[src/rtl/drd_pkg.sv]
package drd_pkg;
  localparam int unsigned DRD_ROWS_DEF   = 4;
  localparam int unsigned DRD_LIM_W_DEF  = 8;
  localparam int unsigned DRD_ADDR_W_DEF = 32;
endpackage

[src/rtl/drd_limit_regs.sv]
module drd_limit_regs #(
  parameter int unsigned ROWS  = 4,
  parameter int unsigned LIM_W = 8,
  localparam int unsigned SEL_W = (ROWS > 1) ? $clog2(ROWS) : 1
) (
  input  logic                       clk,
  input  logic                       rst,
  input  logic                       wr_en,
  input  logic [SEL_W-1:0]           wr_sel,
  input  logic [LIM_W-1:0]           wr_data,
  output logic [ROWS-1:0][LIM_W-1:0] lim_q
);
  for (genvar r = 0; r < ROWS; r++) begin : g_lim
    always_ff @(posedge clk) begin
      if (rst) begin
        lim_q[r] <= '0;
      end else if (wr_en && (wr_sel == SEL_W'(r))) begin
        lim_q[r] <= wr_data;
      end
    end
  end
endmodule

[src/rtl/drd_row_match.sv]
module drd_row_match #(
  parameter int unsigned LIM_W  = 8,
  parameter int unsigned ADDR_W = 32,
  localparam int unsigned LOW_W = ADDR_W - LIM_W
) (
  input  logic [LIM_W-1:0]  lim_self,
  input  logic [LIM_W-1:0]  lim_prev,
  input  logic [ADDR_W-1:0] addr,
  output logic              candidate
);
  logic [ADDR_W-1:0] top_addr;
  logic              populated;
  logic              below_top;

  assign top_addr  = {lim_self, {LOW_W{1'b0}}};
  // non-monotonic or repeated limit: row holds nothing
  assign populated = lim_self > lim_prev;
  assign below_top = addr < top_addr;
  assign candidate = populated && below_top;
endmodule

[src/rtl/drd_pick.sv]
module drd_pick #(
  parameter int unsigned ROWS = 4,
  localparam int unsigned IDX_W = (ROWS > 1) ? $clog2(ROWS) : 1
) (
  input  logic [ROWS-1:0]  cand,
  output logic [ROWS-1:0]  onehot,
  output logic [IDX_W-1:0] idx,
  output logic             any
);
  always_comb begin
    onehot = '0;
    idx    = '0;
    any    = 1'b0;
    for (int r = 0; r < ROWS; r++) begin
      if (cand[r] && !any) begin
        onehot[r] = 1'b1;
        idx       = IDX_W'(r);
        any       = 1'b1;
      end
    end
  end
endmodule

[src/rtl/dram_row_decoder.sv]
module dram_row_decoder
  import drd_pkg::*;
#(
  parameter int unsigned ROWS   = DRD_ROWS_DEF,
  parameter int unsigned LIM_W  = DRD_LIM_W_DEF,
  parameter int unsigned ADDR_W = DRD_ADDR_W_DEF,
  localparam int unsigned SEL_W = (ROWS > 1) ? $clog2(ROWS) : 1
) (
  input  logic              clk,
  input  logic              rst,
  input  logic              csr_we,
  input  logic [SEL_W-1:0]  csr_sel,
  input  logic [LIM_W-1:0]  csr_wdata,
  input  logic              lookup_valid,
  input  logic [ADDR_W-1:0] lookup_addr,
  output logic              sel_valid,
  output logic [ROWS-1:0]   sel_cs,
  output logic [SEL_W-1:0]  sel_row,
  output logic              sel_hit
);
  logic [ROWS-1:0][LIM_W-1:0] lim_q;
  logic [ROWS-1:0]            cand;
  logic [ROWS-1:0]            pick_oh;
  logic [SEL_W-1:0]           pick_idx;
  logic                       pick_any;

  drd_limit_regs #(.ROWS(ROWS), .LIM_W(LIM_W)) lim_regs_i (
    .clk     (clk),
    .rst     (rst),
    .wr_en   (csr_we),
    .wr_sel  (csr_sel),
    .wr_data (csr_wdata),
    .lim_q   (lim_q)
  );

  for (genvar r = 0; r < ROWS; r++) begin : g_row
    logic [LIM_W-1:0] lim_below;
    if (r == 0) begin : g_first
      assign lim_below = '0;
    end else begin : g_rest
      assign lim_below = lim_q[r-1];
    end
    drd_row_match #(.LIM_W(LIM_W), .ADDR_W(ADDR_W)) match_i (
      .lim_self  (lim_q[r]),
      .lim_prev  (lim_below),
      .addr      (lookup_addr),
      .candidate (cand[r])
    );
  end

  drd_pick #(.ROWS(ROWS)) pick_i (
    .cand   (cand),
    .onehot (pick_oh),
    .idx    (pick_idx),
    .any    (pick_any)
  );

  always_ff @(posedge clk) begin
    if (rst) begin
      sel_valid <= 1'b0;
      sel_cs    <= '0;
      sel_row   <= '0;
      sel_hit   <= 1'b0;
    end else begin
      sel_valid <= lookup_valid;
      sel_cs    <= lookup_valid ? pick_oh  : '0;
      sel_row   <= lookup_valid ? pick_idx : '0;
      sel_hit   <= lookup_valid && pick_any;
    end
  end
endmodule

[config.mk]
export PLATFORM = sky130hd
export DESIGN_NAME = dram_row_decoder
export DESIGN_NICKNAME = d
export VERILOG_FILES = /design/src/rtl/drd_pkg.sv /design/src/rtl/drd_limit_regs.sv /design/src/rtl/drd_row_match.sv /design/src/rtl/drd_pick.sv /design/src/rtl/dram_row_decoder.sv
export SDC_FILE = /design/constraint.sdc
export NUM_CORES = 1
export LEC_CHECK = 0
export CAP_MARGIN = 5
export CELL_PAD_IN_SITES_DETAIL_PLACEMENT = 0
export CELL_PAD_IN_SITES_GLOBAL_PLACEMENT = 1
export CORE_MARGIN = 2
export CORE_UTILIZATION = 48
export CTS_BUF_LIST = sky130_fd_sc_hd__clkbuf_4 sky130_fd_sc_hd__clkbuf_8 sky130_fd_sc_hd__clkbuf_16
export DETAILED_ROUTE_END_ITERATION = 8
export DONT_BUFFER_PORTS = 1
export MAX_ROUTING_LAYER = met4
export PLACE_DENSITY = 0.79
export SETUP_SLACK_MARGIN = 0.2
export SLEW_MARGIN = 30
export SYNTH_ARGS = -nofsm -noshare
export SYNTH_HDL_FRONTEND = slang
export SYNTH_HIERARCHICAL = 1
export SYNTH_SLANG_ARGS = --single-unit
[constraint.sdc]
create_clock -name clk -period 2.2 [get_ports clk]
set_input_delay 0.11 -clock clk [delete_from_list [all_inputs] [get_ports clk]]
set_output_delay 0.11 -clock clk [all_outputs]
set_load 0.01 [all_outputs]
[Yosys cells after proc, flatten, opt, wreduce, memory -nomap -nowiden]
Index checks and enable logic that the tools add are counted.
Cells by class
  divide/modulo/power cells: 0
  $mul: 0
  muxes and demuxes: 10
  eq/ne operators: 3
  reduce and logical (&&, ||, !) cells: 17
  $add $sub $neg: 0
  bitwise gates (word level): 1
  shifts and indexed selects: 0
  $lt $le $gt $ge: 8
Operator list (count)
  $lt A32 B32 Y1: 4
  $gt A8 B8 Y1: 3
  $logic_and A1 B1 Y1: 12
  $gt A8 B1 Y1 const B: 1
  $mux W1: 8
  $eq A2 B2 Y1 const B: 2
  $mux W2: 2
  $logic_not A1 Y1: 3
  $eq A2 B1 Y1 const B: 1
  $logic_not A2 Y1: 1
  $reduce_or A2 Y1: 1
  $not A1 Y1: 1
Word-level totals
  word-level logic and storage cells: 47
  register bits: 40
  memories kept: 0
  memory bits (writable): 0
  bits in read-only memories: 0
  bits in latches: 0
  bits of input ports: 46
  output and inout bits: 8

[Depth between registers and ports, before layout]
Gate-level depths: netlist of the first run.
  word-level depth: 13
  gate-level depth with buffers: 9
  mapped depth without buffers: 9

[Hierarchy]
Netlist of the first run, hierarchy kept.
Modules (own cells, without submodules)
  drd_row_match: cells each 51, instances 4, area an instance 381.6 um^2
  drd_limit_regs: cells each 116, instances 1, area an instance 1285.0 um^2
  dram_row_decoder: cells each 17, instances 1, area an instance 231.5 um^2
  drd_pick: cells each 11, instances 1, area an instance 61.3 um^2

[Least setup slack after synthesis of the first run]
Ideal clock, no wire load.
  kind: register to register
  start: reg lim_regs_i/lim_q[6] in the netlist's numbering
  end: reg sel_cs[2]
  data arrival time: 1.720 ns
  path slack: 0.364 ns
  stages on the path, launching flop included: 10
  required time: 2.085 ns
  period minus slack after synthesis: 1.836 ns
  setup time: 0.115 ns
  path through: dfxtp_1 -> inv_1 -> ha_1 -> a21oi_1 -> nand2_1 -> a211oi_1 -> o311a_1 -> nor2_1 -> and2_1 -> and3b_1
On the way
  word-level cells in the longest chain between the ends: 9
  elaborated cells between the ends (all ways): 12
RTL lines
  start, declared: RTL line drd_limit_regs.sv:11  | output logic [ROWS-1:0][LIM_W-1:0] lim_q
  start signal, assigned by index: RTL line drd_limit_regs.sv:18  | lim_q[r] <= wr_data;
  $lt A32 B32 Y1 / $gt A8 B1 Y1 (equally long branches): RTL line drd_row_match.sv:18, drd_row_match.sv:17
  $logic_and A1 B1 Y1 *: RTL line drd_row_match.sv:19  | assign candidate = populated && below_top;
  named net cand[0]: RTL line dram_row_decoder.sv:22  | logic [ROWS-1:0] cand;
  $mux W1 *: RTL line drd_pick.sv:15  | if (cand[r] && !any) begin
  $logic_not A1 Y1: RTL line drd_pick.sv:15
  $logic_and A1 B1 Y1: RTL line drd_pick.sv:15
  $mux W1 *: RTL line drd_pick.sv:15
  $logic_not A1 Y1 *: RTL line drd_pick.sv:15
  $logic_and A1 B1 Y1 *: RTL line drd_pick.sv:15
  $mux W1 *: RTL line drd_pick.sv:15
  named net pick_oh[2]: RTL line dram_row_decoder.sv:23  | logic [ROWS-1:0] pick_oh;
  end signal, assigned: RTL line dram_row_decoder.sv:66  | sel_cs <= lookup_valid ? pick_oh : '0;
  end, declared: RTL line dram_row_decoder.sv:17  | output logic [ROWS-1:0] sel_cs,
The timed path passes the listed nets; every way through them passes the cells marked *.
A chain may end at the register's enable or synchronous reset.

[Worst setup path in the final report of the first run]
  start: reg lim_regs_i/lim_q[1] in the netlist's numbering
  end: reg sel_cs[3]
On the way
  elaborated cells between the ends (all ways): 15
RTL lines
  $gt A8 B8 Y1 *: RTL line drd_row_match.sv:17  | assign populated = lim_self > lim_prev;
  $logic_and A1 B1 Y1 *: RTL line drd_row_match.sv:19
  named net cand[1]: RTL line dram_row_decoder.sv:22
  $logic_and A1 B1 Y1 *: RTL line drd_pick.sv:15
  $mux W1 *: RTL line drd_pick.sv:15
  $logic_not A1 Y1: RTL line drd_pick.sv:15
  $logic_and A1 B1 Y1: RTL line drd_pick.sv:15
  $mux W1 *: RTL line drd_pick.sv:15
  $logic_not A1 Y1 *: RTL line drd_pick.sv:15
  $logic_and A1 B1 Y1 *: RTL line drd_pick.sv:15
  $mux W1 *: RTL line drd_pick.sv:15
  named net pick_oh[3]: RTL line dram_row_decoder.sv:23
Marked as above.

==> impl_metrics.ini, run 1 <==
[global_route]
grt_pass1_wl_mm = 11.5
first_global_vias = 2397
grt_start_max_net_pins = 32
global_route.usage.total_pct = 20.9
grt_remaining_overflow = 0
antenna_found_initial = 0

[pwr]
cellInternalPower_w = 0.00133
power_frac_clock_pct = 35.1
p_total_w = 0.00185
p_per_area_mw_per_mm2 = 512
comb_power_share_pct = 22.7
sw_frac_of_total_pct = 28.1
p_leak_nw = 1.58
power.share.sequential_pct = 42.2
netSwitchingPower_w = 0.000520
vdd_ir_drop_max_mv = 0.389

[sta]
timing_hold_violations_final = 0
finalClockSkew_ns = 0.00576
final_setup_violation_count = 0
finalCriticalPeriod_ns = 1.97
tightest_slew_ns = 0.597
max_clock_freq_mhz = 507
finalCritPeriodShare_pct = 89.7
max-slew-margin-rel_pct = 60.1
final_critical_path_setup_slack_ns = 0.227
fin_tns_setup_ns = 0
hold_ws_ns = 0.00698
final_max_slew_viol_count = 0
grt_setup_unrepaired = yes

[die]
top_level_ports = 54
floorplan.core_area_mm2 = 0.00631
rows = 29
die_h_um = 84.4
dieWidth_um = 84.4
initial_utilization_pct = 49.2
die_area_mm2 = 0.00713

[synth]
synthMostInstantiatedCell = sky130_fd_sc_hd__inv_1
fraction_of_the_yosys_area_taken_by_sequential_cells_pct = 25.8
synth.yosys.warnings = 6
yosys-top-cells-area = sky130_fd_sc_hd__dfxtp_1 (26%), sky130_fd_sc_hd__ha_1 (24%), sky130_fd_sc_hd__mux2i_1 (10%), sky130_fd_sc_hd__nand2b_1 (8.1%), sky130_fd_sc_hd__inv_1 (7.4%)
async_flop_share_pct = 0
synth_edf_count = 0
syn-cell-area_mm2 = 0.00310
synth_top_area_share_pct = 25.8
library_cell_occupying_the_most_area_in_the_post_synthesis_netlist = sky130_fd_sc_hd__dfxtp_1
postSynthCellCount = 348
postSynth.topFlopCell = sky130_fd_sc_hd__dfxtp_1
netlist_cell_types = 30
synth-seq-cells = 40
synth_top_cells_by_count = sky130_fd_sc_hd__inv_1 (61), sky130_fd_sc_hd__ha_1 (60), sky130_fd_sc_hd__dfxtp_1 (40), sky130_fd_sc_hd__nand2b_1 (40), sky130_fd_sc_hd__mux2i_1 (32)
avgSynthCellArea_um2 = 8.92

[worst_setup_path]
cp-start-kind = register
timing.critical_path.max_delay_family = compound AO/OA/AOI/OAI gates
critical_path_peak_fanout = 3
reg2reg_setup_slack_ns = 0.23
timing.critical_path.cells = inv_2 -> ha_4 -> nor2b_4 -> o211ai_2 -> a21oi_2 -> o311a_1 -> buf_6 -> nor3_2 -> and3b_1
crit_path_end_kind = register
cpMaxStageDelayCell = sky130_fd_sc_hd__o311a_1
required_time_of_the_critical_path_ns = 2.44
timing.critical_path.from = lim_regs_i/lim_q[1]$_SDFFE_PP0P_
worst-endpoint-arrival_ns = 2.22
critPathMaxStageDelay_ns = 0.43
timing.setup.critical_path_class = reg -> reg
timing.critical_path.buf_inv = 2
rr_startpoint = lim_regs_i/lim_q[1]$_SDFFE_PP0P_

[placed_design]
globalplace.congestion = 0.762
io_buffers = 0
detailedPlacementHpwl_mm = 5.10
preCtsSetupSlack_ns = 0.131

[routing]
route.detailed.drc = 0
drt_iter0_drc = 74
routed-via-count = 2327
dr_wl_met3_um = 237
met1Wirelength_mm = 3.30
route.detailed.wl_per_inst_um = 16.2
postRouteWirelength_mm = 7.15
postRouteAntennaNets = 0
vias_per_cell = 5.26
drt_first_pass_iters = 4
wl_met2_mm = 3.55
highest_layer = met4

[min_path]
worst_hold_startpoint = rst
min-delay-path-class = in -> reg

[clock_tree]
cts.sink_count = 40
cts.root.buffer_cell = sky130_fd_sc_hd__clkbuf_8
clk_pin_slew_ns = 0.08
htreeDepth = 2
tritoncts = done
clockBufferDepth = 2
cts_made_buffers = 5
clkLatencyLatePin_ns = 0.30

[job]
max_cap_violations = 0

[cells_and_area]
syn_to_final_growth_pct = 16.4
ratio_of_cells_with_drive_above_1_in_the_final_layout_pct = 17.0
nets = 470
insertedDiodeCount = 0
finalCoreUtilization_pct = 57.2

[status]
outcome = finished, final reports clean
==> stage by stage <==
stage          instance area, µm²  instances
4_1_cts                      3390        440
5_1_grt                      3610        442
6_report                     3610        442
3_3_place_gp                 3190        425
2_1_floorplan                3130        355
3_5_place_dp                 3190        425
==> cells by family after synthesis <==
group / after synthesis / synth area share, %
AOI/OAI and AO/OA: 45 / 10.3
other: 1 / 0.121
adders and majority gates: 60 / 24.2
and+or+nand+nor: 101 / 20.5
buffers and inverters: 69 / 8.79
DFF: 40 / 25.8
muxes: 32 / 10.3
==> layout make-up <==
class                           count  area [µm²]
Clock buffer                        6        82.6
Clock inverter                      2        38.8
Fill cell                         610        2700
Inverter                           61         229
Multi-Input combinational cell    246        2230
Sequential cell                    40         835
Tap cell                           77        96.3
Timing Repair Buffer               10        98.8
==> worst reg2reg max path: cells and delay by family (launching register included) <==
| kind | cells | cell delay (ns) |
|---|---|---|
| fa+ha+maj | 1 | 0.20 |
| simple gates | 3 | 0.46 |
| flops | 1 | 0.37 |
| compound gates | 3 | 0.68 |
| buf+inv | 2 | 0.20 |
==> placed cells by master (no fill, tap or decap), types with 2 or more instances in the layout <==
| cell type | netlist | layout |
|---|---|---|
| sky130_fd_sc_hd__a211oi_2 | 0 | 3 |
| sky130_fd_sc_hd__dlygate4sd3_1 | 0 | 6 |
| sky130_fd_sc_hd__dfxtp_2 | 0 | 12 |
| sky130_fd_sc_hd__mux2i_1 | 32 | 32 |
| sky130_fd_sc_hd__buf_6 | 1 | 3 |
| sky130_fd_sc_hd__nand3_1 | 9 | 9 |
| sky130_fd_sc_hd__inv_1 | 61 | 59 |
| sky130_fd_sc_hd__nand2b_1 | 40 | 40 |
| sky130_fd_sc_hd__a21oi_2 | 0 | 7 |
| sky130_fd_sc_hd__a211o_1 | 4 | 4 |
| sky130_fd_sc_hd__o211ai_2 | 4 | 4 |
| sky130_fd_sc_hd__nand2_1 | 5 | 5 |
| sky130_fd_sc_hd__a21boi_0 | 4 | 4 |
| sky130_fd_sc_hd__ha_1 | 60 | 52 |
| sky130_fd_sc_hd__nor3_1 | 6 | 4 |
| sky130_fd_sc_hd__nand4_1 | 12 | 12 |
| sky130_fd_sc_hd__dfxtp_1 | 40 | 23 |
| sky130_fd_sc_hd__and3b_1 | 8 | 8 |
| sky130_fd_sc_hd__nor2b_4 | 4 | 4 |
| sky130_fd_sc_hd__clkbuf_8 | 0 | 6 |
| sky130_fd_sc_hd__a21oi_1 | 17 | 10 |
| sky130_fd_sc_hd__o21ai_0 | 4 | 4 |
| sky130_fd_sc_hd__dfxtp_4 | 0 | 5 |
| sky130_fd_sc_hd__o311a_1 | 4 | 3 |
| sky130_fd_sc_hd__nand3b_1 | 2 | 2 |
| sky130_fd_sc_hd__conb_1 | 1 | 8 |
| sky130_fd_sc_hd__inv_2 | 0 | 2 |
| sky130_fd_sc_hd__nor2_1 | 11 | 10 |
| sky130_fd_sc_hd__o21a_1 | 4 | 4 |
| sky130_fd_sc_hd__ha_4 | 0 | 8 |
==> state kept, by name (all words and copies together) (netlist names) <==
name              count
lim_regs_i/lim_q     32
sel_cs                4
sel_row               2
sel_hit               1
sel_valid             1
==> metal layers <==
metal,track usage (%),vias up
met2,35.6,36
met4,3.90,0
met5,-,-
met3,4.82,6
met1,25.6,1074
li1,-,1211
==> worst paths after layout <==
path,endpoint,cells past startpoint
hold reg to reg,lim_regs_i/lim_q[24]$_SDFFE_PP0P_,2
setup reg to reg,sel_cs[3]$_SDFF_PP0_,9
setup / recovery,sel_cs[3]$_SDFF_PP0_,9
hold / removal,lim_regs_i/lim_q[15]$_SDFFE_PP0P_,2
==> power by group through the flow <==
stage          Combinational (W)  Clock (W)  Sequential [W]
2_1_floorplan           0.000284          0        0.000790
3_3_place_gp            0.000323          0        0.000797
3_5_place_dp            0.000337          0        0.000798
4_1_cts                 0.000364   0.000661        0.000782
5_1_grt                 0.000477   0.000693        0.000785
6_report                0.000420   0.000650        0.000781
==> repair_timing <==
item / in CTS / in global routing
resized for setup: 5 / 46
buffers inserted: 1 / 1
gates cloned: 0 / 0
setup endpoints to repair: 3 / 7
hold endpoints to repair: 34 / 1
hold buffers: 6 / 1
pin swaps: 1 / 12
No activity file was read; power rests on OpenSTA's default activity.
==> inputs of run 2 (changes only) <==
--- a/config.mk
+++ b/config.mk
@@ -9,15 +9,16 @@
 export CELL_PAD_IN_SITES_DETAIL_PLACEMENT = 0
 export CELL_PAD_IN_SITES_GLOBAL_PLACEMENT = 1
 export CORE_MARGIN = 2
-export CORE_UTILIZATION = 48
+export CORE_UTILIZATION = 44
 export CTS_BUF_LIST = sky130_fd_sc_hd__clkbuf_4 sky130_fd_sc_hd__clkbuf_8 sky130_fd_sc_hd__clkbuf_16
 export DETAILED_ROUTE_END_ITERATION = 8
 export DONT_BUFFER_PORTS = 1
 export MAX_ROUTING_LAYER = met4
-export PLACE_DENSITY = 0.79
+export PLACE_DENSITY = 0.77
 export SETUP_SLACK_MARGIN = 0.2
 export SLEW_MARGIN = 30
 export SYNTH_ARGS = -nofsm -noshare
 export SYNTH_HDL_FRONTEND = slang
 export SYNTH_HIERARCHICAL = 1
 export SYNTH_SLANG_ARGS = --single-unit
+export TNS_END_PERCENT = 100
==> constraint.sdc (replaced) <==
create_clock -name clk -period 1.7 [get_ports clk]
set_input_delay 0.085 -clock clk [delete_from_list [all_inputs] [get_ports clk]]
set_output_delay 0.085 -clock clk [all_outputs]
set_load 0.01 [all_outputs]
==> run 2 against run 1 <==
Effect of this change: die area up 8.6%; final area up 5.9%; core utilization down 0.92 points; the flow now finishes with violations (setup timing); final cell count up 6.6%; sequential cell count unchanged; sequential power up 29%; clock power up 4.9%.
==> impl_metrics.ini, run 2 (same netlist as run 1, synthesis figures left out) <==
[cells_and_area]
biggestRegsByFlops = lim_regs_i/lim_q x32, sel_cs x4, sel_row x2
largest-register = lim_regs_i/lim_q
syn_to_final_growth_pct = 23.3
fillerInstances = 615
ratio_of_cells_with_drive_above_1_in_the_final_layout_pct = 27.7
multi_input_area_mm2 = 0.00236
insertedDiodeCount = 0
layout.cells.most_common_list = sky130_fd_sc_hd__inv_1 (53), sky130_fd_sc_hd__ha_1 (43), sky130_fd_sc_hd__nand2b_1 (40)
fin_area_mm2 = 0.00383
register_area_um2 = 855
layout_commonest_cell = sky130_fd_sc_hd__inv_1
nets = 480
largest_reg_flops = 32

[routing]
vias_per_cell = 5.00
drt_first_pass_iters = 4
postRouteAntennaNets = 0
route.detailed.wl_per_inst_um = 15.1
drt_iter0_drc = 58
routed-via-count = 2354
route.detailed.drc = 0
postRouteWirelength_mm = 7.10

[sta]
timing_hold_violations_final = 0
final_critical_path_setup_slack_ns = -0.124
finalClockSkew_ns = 0.00564
grt_setup_unrepaired = yes
finalCriticalPeriod_ns = 1.82
final_setup_violation_count = 6
fin_tns_setup_ns = -0.655
max_clock_freq_mhz = 548
final_max_slew_viol_count = 0
finalCritPeriodShare_pct = 107
max-slew-margin-rel_pct = 59.1
hold_ws_ns = 0.0339
tightest_slew_ns = 0.611

[placed_design]
dpl_cell_area_mm2 = 0.00333
io_buffers = 0
detailedPlacementHpwl_mm = 5.27
globalplace.congestion = 0.765

[worst_setup_path]
cpMaxStageDelayCell = sky130_fd_sc_hd__dfxtp_1
timing.setup.critical_path_class = reg -> reg
critical_path_peak_fanout = 3
critPathMaxStageDelay_ns = 0.40
timing.critical_path.cells = inv_1 -> ha_1 -> nor3_1 -> a211o_1 -> o311a_1 -> buf_6 -> nand2b_4 -> nor3_2 -> and3b_1
cp-start-kind = register
crit_path_end_kind = register
worst-endpoint-arrival_ns = 2.06
timing.critical_path.buf_inv = 2
timing.critical_path.max_delay_family = simple AND/OR/NAND/NOR gates
required_time_of_the_critical_path_ns = 1.93

[status]
outcome = complete, but fails checks
failed_checks = setup timing

[clock_tree]
clockBufferDepth = 2
cts.sink_count = 40
clkLatencyLatePin_ns = 0.29
tritoncts = done
clk_pin_slew_ns = 0.09
cts.root.buffer_cell = sky130_fd_sc_hd__clkbuf_8
htreeDepth = 2
cts_made_buffers = 5

[global_route]
grt_remaining_overflow = 0
global_route.usage.total_pct = 21.0
grt_start_max_net_pins = 41
first_global_vias = 2498
grt_pass1_wl_mm = 12.2
antenna_found_initial = 0

[die]
die_h_um = 88.0
die_area_mm2 = 0.00774
dieWidth_um = 88.0
initial_utilization_pct = 45.7
top_level_ports = 54
rows = 30
floorplan.core_area_mm2 = 0.00679

[min_path]
min-delay-path-class = in -> reg

[pwr]
p_per_area_mw_per_mm2 = 593
p_total_w = 0.00227
vdd_ir_drop_max_mv = 0.611
p_leak_nw = 1.63

[job]
max_cap_violations = 0
-- run 2: changes by cell type in the layout (fill, tap and decap cells not counted), sizes merged --
cell	before	now
clkinv	1	0
dlygate4sd3	6	1
buf	4	19
bufinv	1	0
clkinvlp	0	2
-- run 2: layout make-up --
class | count | area share (%)
well taps | 96 | 3.14
flip-flops and latches | 40 | 22.3
repair buffers | 20 | 4.22
clock inverters | 2 | 0.392
clock buffers | 6 | 2.16
inverters | 61 | 5.98
multi-input cells | 246 | 61.8
-- run 2: worst reg2reg max path, cell delays in order (launching register included) --
cell	delay [ns]
sky130_fd_sc_hd__dfxtp_1	0.40
sky130_fd_sc_hd__inv_1	0.06
sky130_fd_sc_hd__ha_1	0.19
sky130_fd_sc_hd__nor3_1	0.27
sky130_fd_sc_hd__a211o_1	0.19
sky130_fd_sc_hd__o311a_1	0.22
sky130_fd_sc_hd__buf_6	0.12
sky130_fd_sc_hd__nand2b_4	0.05
sky130_fd_sc_hd__nor3_2	0.10
sky130_fd_sc_hd__and3b_1	0.17
-- run 2: path summary, 6_finish.rpt --
| kind | startpoint | to | slack [ns] | depth (start not counted) |
|---|---|---|---|---|
| setup / recovery | lim_regs_i/lim_q[25]$_SDFFE_PP0P_ | sel_cs[3]$_SDFF_PP0_ | -0.12 | 9 |
| hold / removal | csr_sel[0] | lim_regs_i/lim_q[14]$_SDFFE_PP0P_ | 0.03 | 2 |
| setup reg to reg | lim_regs_i/lim_q[25]$_SDFFE_PP0P_ | sel_cs[3]$_SDFF_PP0_ | -0.12 | 9 |
| hold reg to reg | lim_regs_i/lim_q[24]$_SDFFE_PP0P_ | lim_regs_i/lim_q[24]$_SDFFE_PP0P_ | 0.49 | 2 |
-- run 2: timing repair --
action / 4_1_cts / 5_1_grt
resized for setup: 68 / 5
setup buffers: 5 / 0
hold buffers: 2 / 0
endpoints found under the hold margin: 40 / 0
cloned: 0 / 0
endpoints found under the setup margin: 7 / 7
pin swaps: 23 / 5
-- run 2: stage by stage --
| step | utilization (%) | setup WS [ns] | instances |
|---|---|---|---|
| final | 56.3 | -0.124 | 471 |
| after floorplan | - | -0.0436 | 355 |
| after CTS | 56.2 | -0.112 | 471 |
| after detailed placement | 49.1 | -0.238 | 456 |
| after global routing | 56.3 | -0.244 | 471 |
| after global placement | 49.1 | -0.207 | 456 |
-- run 2: metal layers --
| metal | vias up | wire (µm) | track usage (%) |
|---|---|---|---|
| met5 | - | 0 | - |
| met4 | 0 | 53 | 2.80 |
| met3 | 6 | 246 | 4.52 |
| met2 | 32 | 3250 | 34.6 |
| met1 | 1077 | 3550 | 27.2 |
| li1 | 1239 | - | - |
-- run 2: power by group --
part	internal, W	total (W)	switching [W]
Clock	0.000329	0.000682	0.000353
Combinational	0.000297	0.000580	0.000283
Sequential	0.000967	0.00101	0.0000413
Total	0.00159	0.00227	0.000678
==> inputs of run 3 (changes only) <==
--- a/config.mk
+++ b/config.mk
@@ -6,15 +6,13 @@
 export NUM_CORES = 1
 export LEC_CHECK = 0
 export CAP_MARGIN = 5
-export CELL_PAD_IN_SITES_DETAIL_PLACEMENT = 0
-export CELL_PAD_IN_SITES_GLOBAL_PLACEMENT = 1
 export CORE_MARGIN = 2
-export CORE_UTILIZATION = 44
+export CORE_UTILIZATION = 58
 export CTS_BUF_LIST = sky130_fd_sc_hd__clkbuf_4 sky130_fd_sc_hd__clkbuf_8 sky130_fd_sc_hd__clkbuf_16
 export DETAILED_ROUTE_END_ITERATION = 8
 export DONT_BUFFER_PORTS = 1
 export MAX_ROUTING_LAYER = met4
-export PLACE_DENSITY = 0.77
+export PLACE_DENSITY = 0.76
 export SETUP_SLACK_MARGIN = 0.2
 export SLEW_MARGIN = 30
 export SYNTH_ARGS = -nofsm -noshare
==> run 3 against run 2 <==
Effect of this change: the flow finishes with violations (hold timing, setup timing); critical endpoint unchanged; core utilization rose by 25 points; first-iteration DRC count up 120%; clock skew up 0.0021 ns; hold slack lost 0.091 ns; sequential share of layout area fell by 1.6 points; largest power group unchanged; combinational power is 14% higher; sequential power is essentially flat; worst setup slack worse by 0.087 ns; total power grew 3.6%.
==> impl_metrics.ini, run 3 (same netlist as run 1, synthesis figures left out) <==
[sta]
max_clock_freq_mhz = 523
final_max_slew_viol_count = 0
finalCritPeriodShare_pct = 112
grt_setup_unrepaired = yes
max-slew-margin-rel_pct = 60.0
finalCriticalPeriod_ns = 1.91
hold_ws_ns = -0.0566
final_critical_path_setup_slack_ns = -0.211
final_setup_violation_count = 7
tightest_slew_ns = 0.599
timing_hold_violations_final = 7
finalClockSkew_ns = 0.00773

[pwr]
p_leak_nw = 1.66
p_per_area_mw_per_mm2 = 561
p_total_w = 0.00235
vdd_ir_drop_max_mv = 0.548

[clock_tree]
cts.sink_count = 40
cts_made_buffers = 5
tritoncts = done
clk_pin_slew_ns = 0.08
clkLatencyLatePin_ns = 0.30
htreeDepth = 2
clockBufferDepth = 2
cts.root.buffer_cell = sky130_fd_sc_hd__clkbuf_8
cts_hold_buffers = 32

[job]
max_cap_violations = 0

[global_route]
first_global_vias = 2675
grt_remaining_overflow = 0
grt_start_max_net_pins = 41
global_route.usage.total_pct = 28.5
grt_pass1_wl_mm = 13.0
antenna_found_initial = 0

[status]
failed_checks = hold timing, setup timing
outcome = complete, but fails checks

[placed_design]
dpl_cell_area_mm2 = 0.00327
globalplace.congestion = 0.866
io_buffers = 0
detailedPlacementHpwl_mm = 5.08

[worst_setup_path]
worst-r2r-cell-count = 9
crit_path_end_kind = register
critical_path_peak_fanout = 4
cp-start-kind = register
required_time_of_the_critical_path_ns = 1.95
timing.critical_path.max_delay_family = compound AO/OA/AOI/OAI gates
timing.critical_path.buf_inv = 1
worst-endpoint-arrival_ns = 2.16
timing.setup.critical_path_class = reg -> reg
critPathMaxStageDelay_ns = 0.39
cpMaxStageDelayCell = sky130_fd_sc_hd__o311a_4
critical_path_depth = 9
timing.critical_path.cells = inv_2 -> ha_4 -> nor2b_4 -> o211ai_2 -> a21oi_2 -> o311a_4 -> nand2b_4 -> nor3_1 -> and3b_1

[routing]
postRouteAntennaNets = 0
postRouteWirelength_mm = 8.44
routed-via-count = 2684
drt_iter0_drc = 128
vias_per_cell = 5.67
route.detailed.drc = 0
route.detailed.wl_per_inst_um = 17.8
drt_first_pass_iters = 4

[die]
die_h_um = 77.2
initial_utilization_pct = 60.4
dieWidth_um = 77.2
rows = 26
floorplan.core_area_mm2 = 0.00514
die_area_mm2 = 0.00595
top_level_ports = 54

[cells_and_area]
largest_reg_flops = 32
layout.cells.most_common_list = sky130_fd_sc_hd__inv_1 (54), sky130_fd_sc_hd__nand2b_1 (40), sky130_fd_sc_hd__ha_1 (39)
biggestRegsByFlops = lim_regs_i/lim_q x32, sel_cs x4, sel_row x2
syn_to_final_growth_pct = 35.2
ratio_of_cells_with_drive_above_1_in_the_final_layout_pct = 27.5
largest-register = lim_regs_i/lim_q
nets = 508
fin_area_mm2 = 0.00420
layout_commonest_cell = sky130_fd_sc_hd__inv_1
insertedDiodeCount = 0

[min_path]
min-delay-path-class = in -> reg
holdPathStages = 1
## run 3: changes by cell type in the layout (fill, tap and decap cells not counted), sizes merged
| cell | before | now |
|---|---|---|
| dlygate4sd3 | 1 | 32 |
| buf | 19 | 16 |
## run 3: what timing repair did
item                                    CTS  global route
resized for setup                        51            43
endpoints found under the setup margin    7             7
pin swaps                                21            24
setup buffers                             4             3
hold endpoints to repair                 40             7
## run 3: final timing paths
path | start | slack, ns | to
max | lim_regs_i/lim_q[9]$_SDFFE_PP0P_ | -0.21 | sel_cs[3]$_SDFF_PP0_
min | lookup_valid | -0.06 | sel_row[1]$_SDFF_PP0_
max reg2reg | lim_regs_i/lim_q[9]$_SDFFE_PP0P_ | -0.21 | sel_cs[3]$_SDFF_PP0_
min reg2reg | lim_regs_i/lim_q[4]$_SDFFE_PP0P_ | 0.51 | lim_regs_i/lim_q[4]$_SDFFE_PP0P_
## run 3: stage by stage
| stage | utilization, % | hold slack, ns | instances | setup slack, ns | TNS [ns] |
|---|---|---|---|---|---|
| 6_report | 81.7 | -0.0566 | 473 | -0.211 | -1.03 |
| 5_1_grt | 81.7 | -0.0631 | 473 | -0.277 | -1.43 |
| 4_1_cts | 77.2 | -0.0661 | 470 | -0.187 | -0.888 |
| 3_5_place_dp | 63.7 | 0.163 | 426 | -0.240 | -1.16 |
| 3_3_place_gp | 63.7 | 0.161 | 426 | -0.230 | -1.07 |
| 2_1_floorplan | - | 0.157 | 355 | -0.0436 | -0.187 |
## run 3: power by group
part / internal (W) / switching (W) / total, W / leakage (nW)
Sequential: 0.000961 / 0.0000444 / 0.00101 / 0.342
Clock: 0.000329 / 0.000359 / 0.000687 / 0.0434
Combinational: 0.000344 / 0.000317 / 0.000661 / 1.28
Total: 0.00163 / 0.000720 / 0.00235 / 1.66
## run 3: layout make-up
cell class,count,area (µm²)
timing repair buffer,48,455
tap,70,87.6
fill,303,942
inverter,61,231
sequential,40,872
multi-input combinational,246,2450
clock inverter,2,15.0
clock buffer,6,82.6
## run 3: routing by layer
layer | part of all wire, % | vias up | GRT usage, %
li1 | - | 1298 | -
met4 | 3.5 | 0 | 9.29
met1 | 41 | 1259 | 33.5
met2 | 50 | 96 | 48.3
met5 | 0 | - | -
met3 | 6.1 | 31 | 6.35
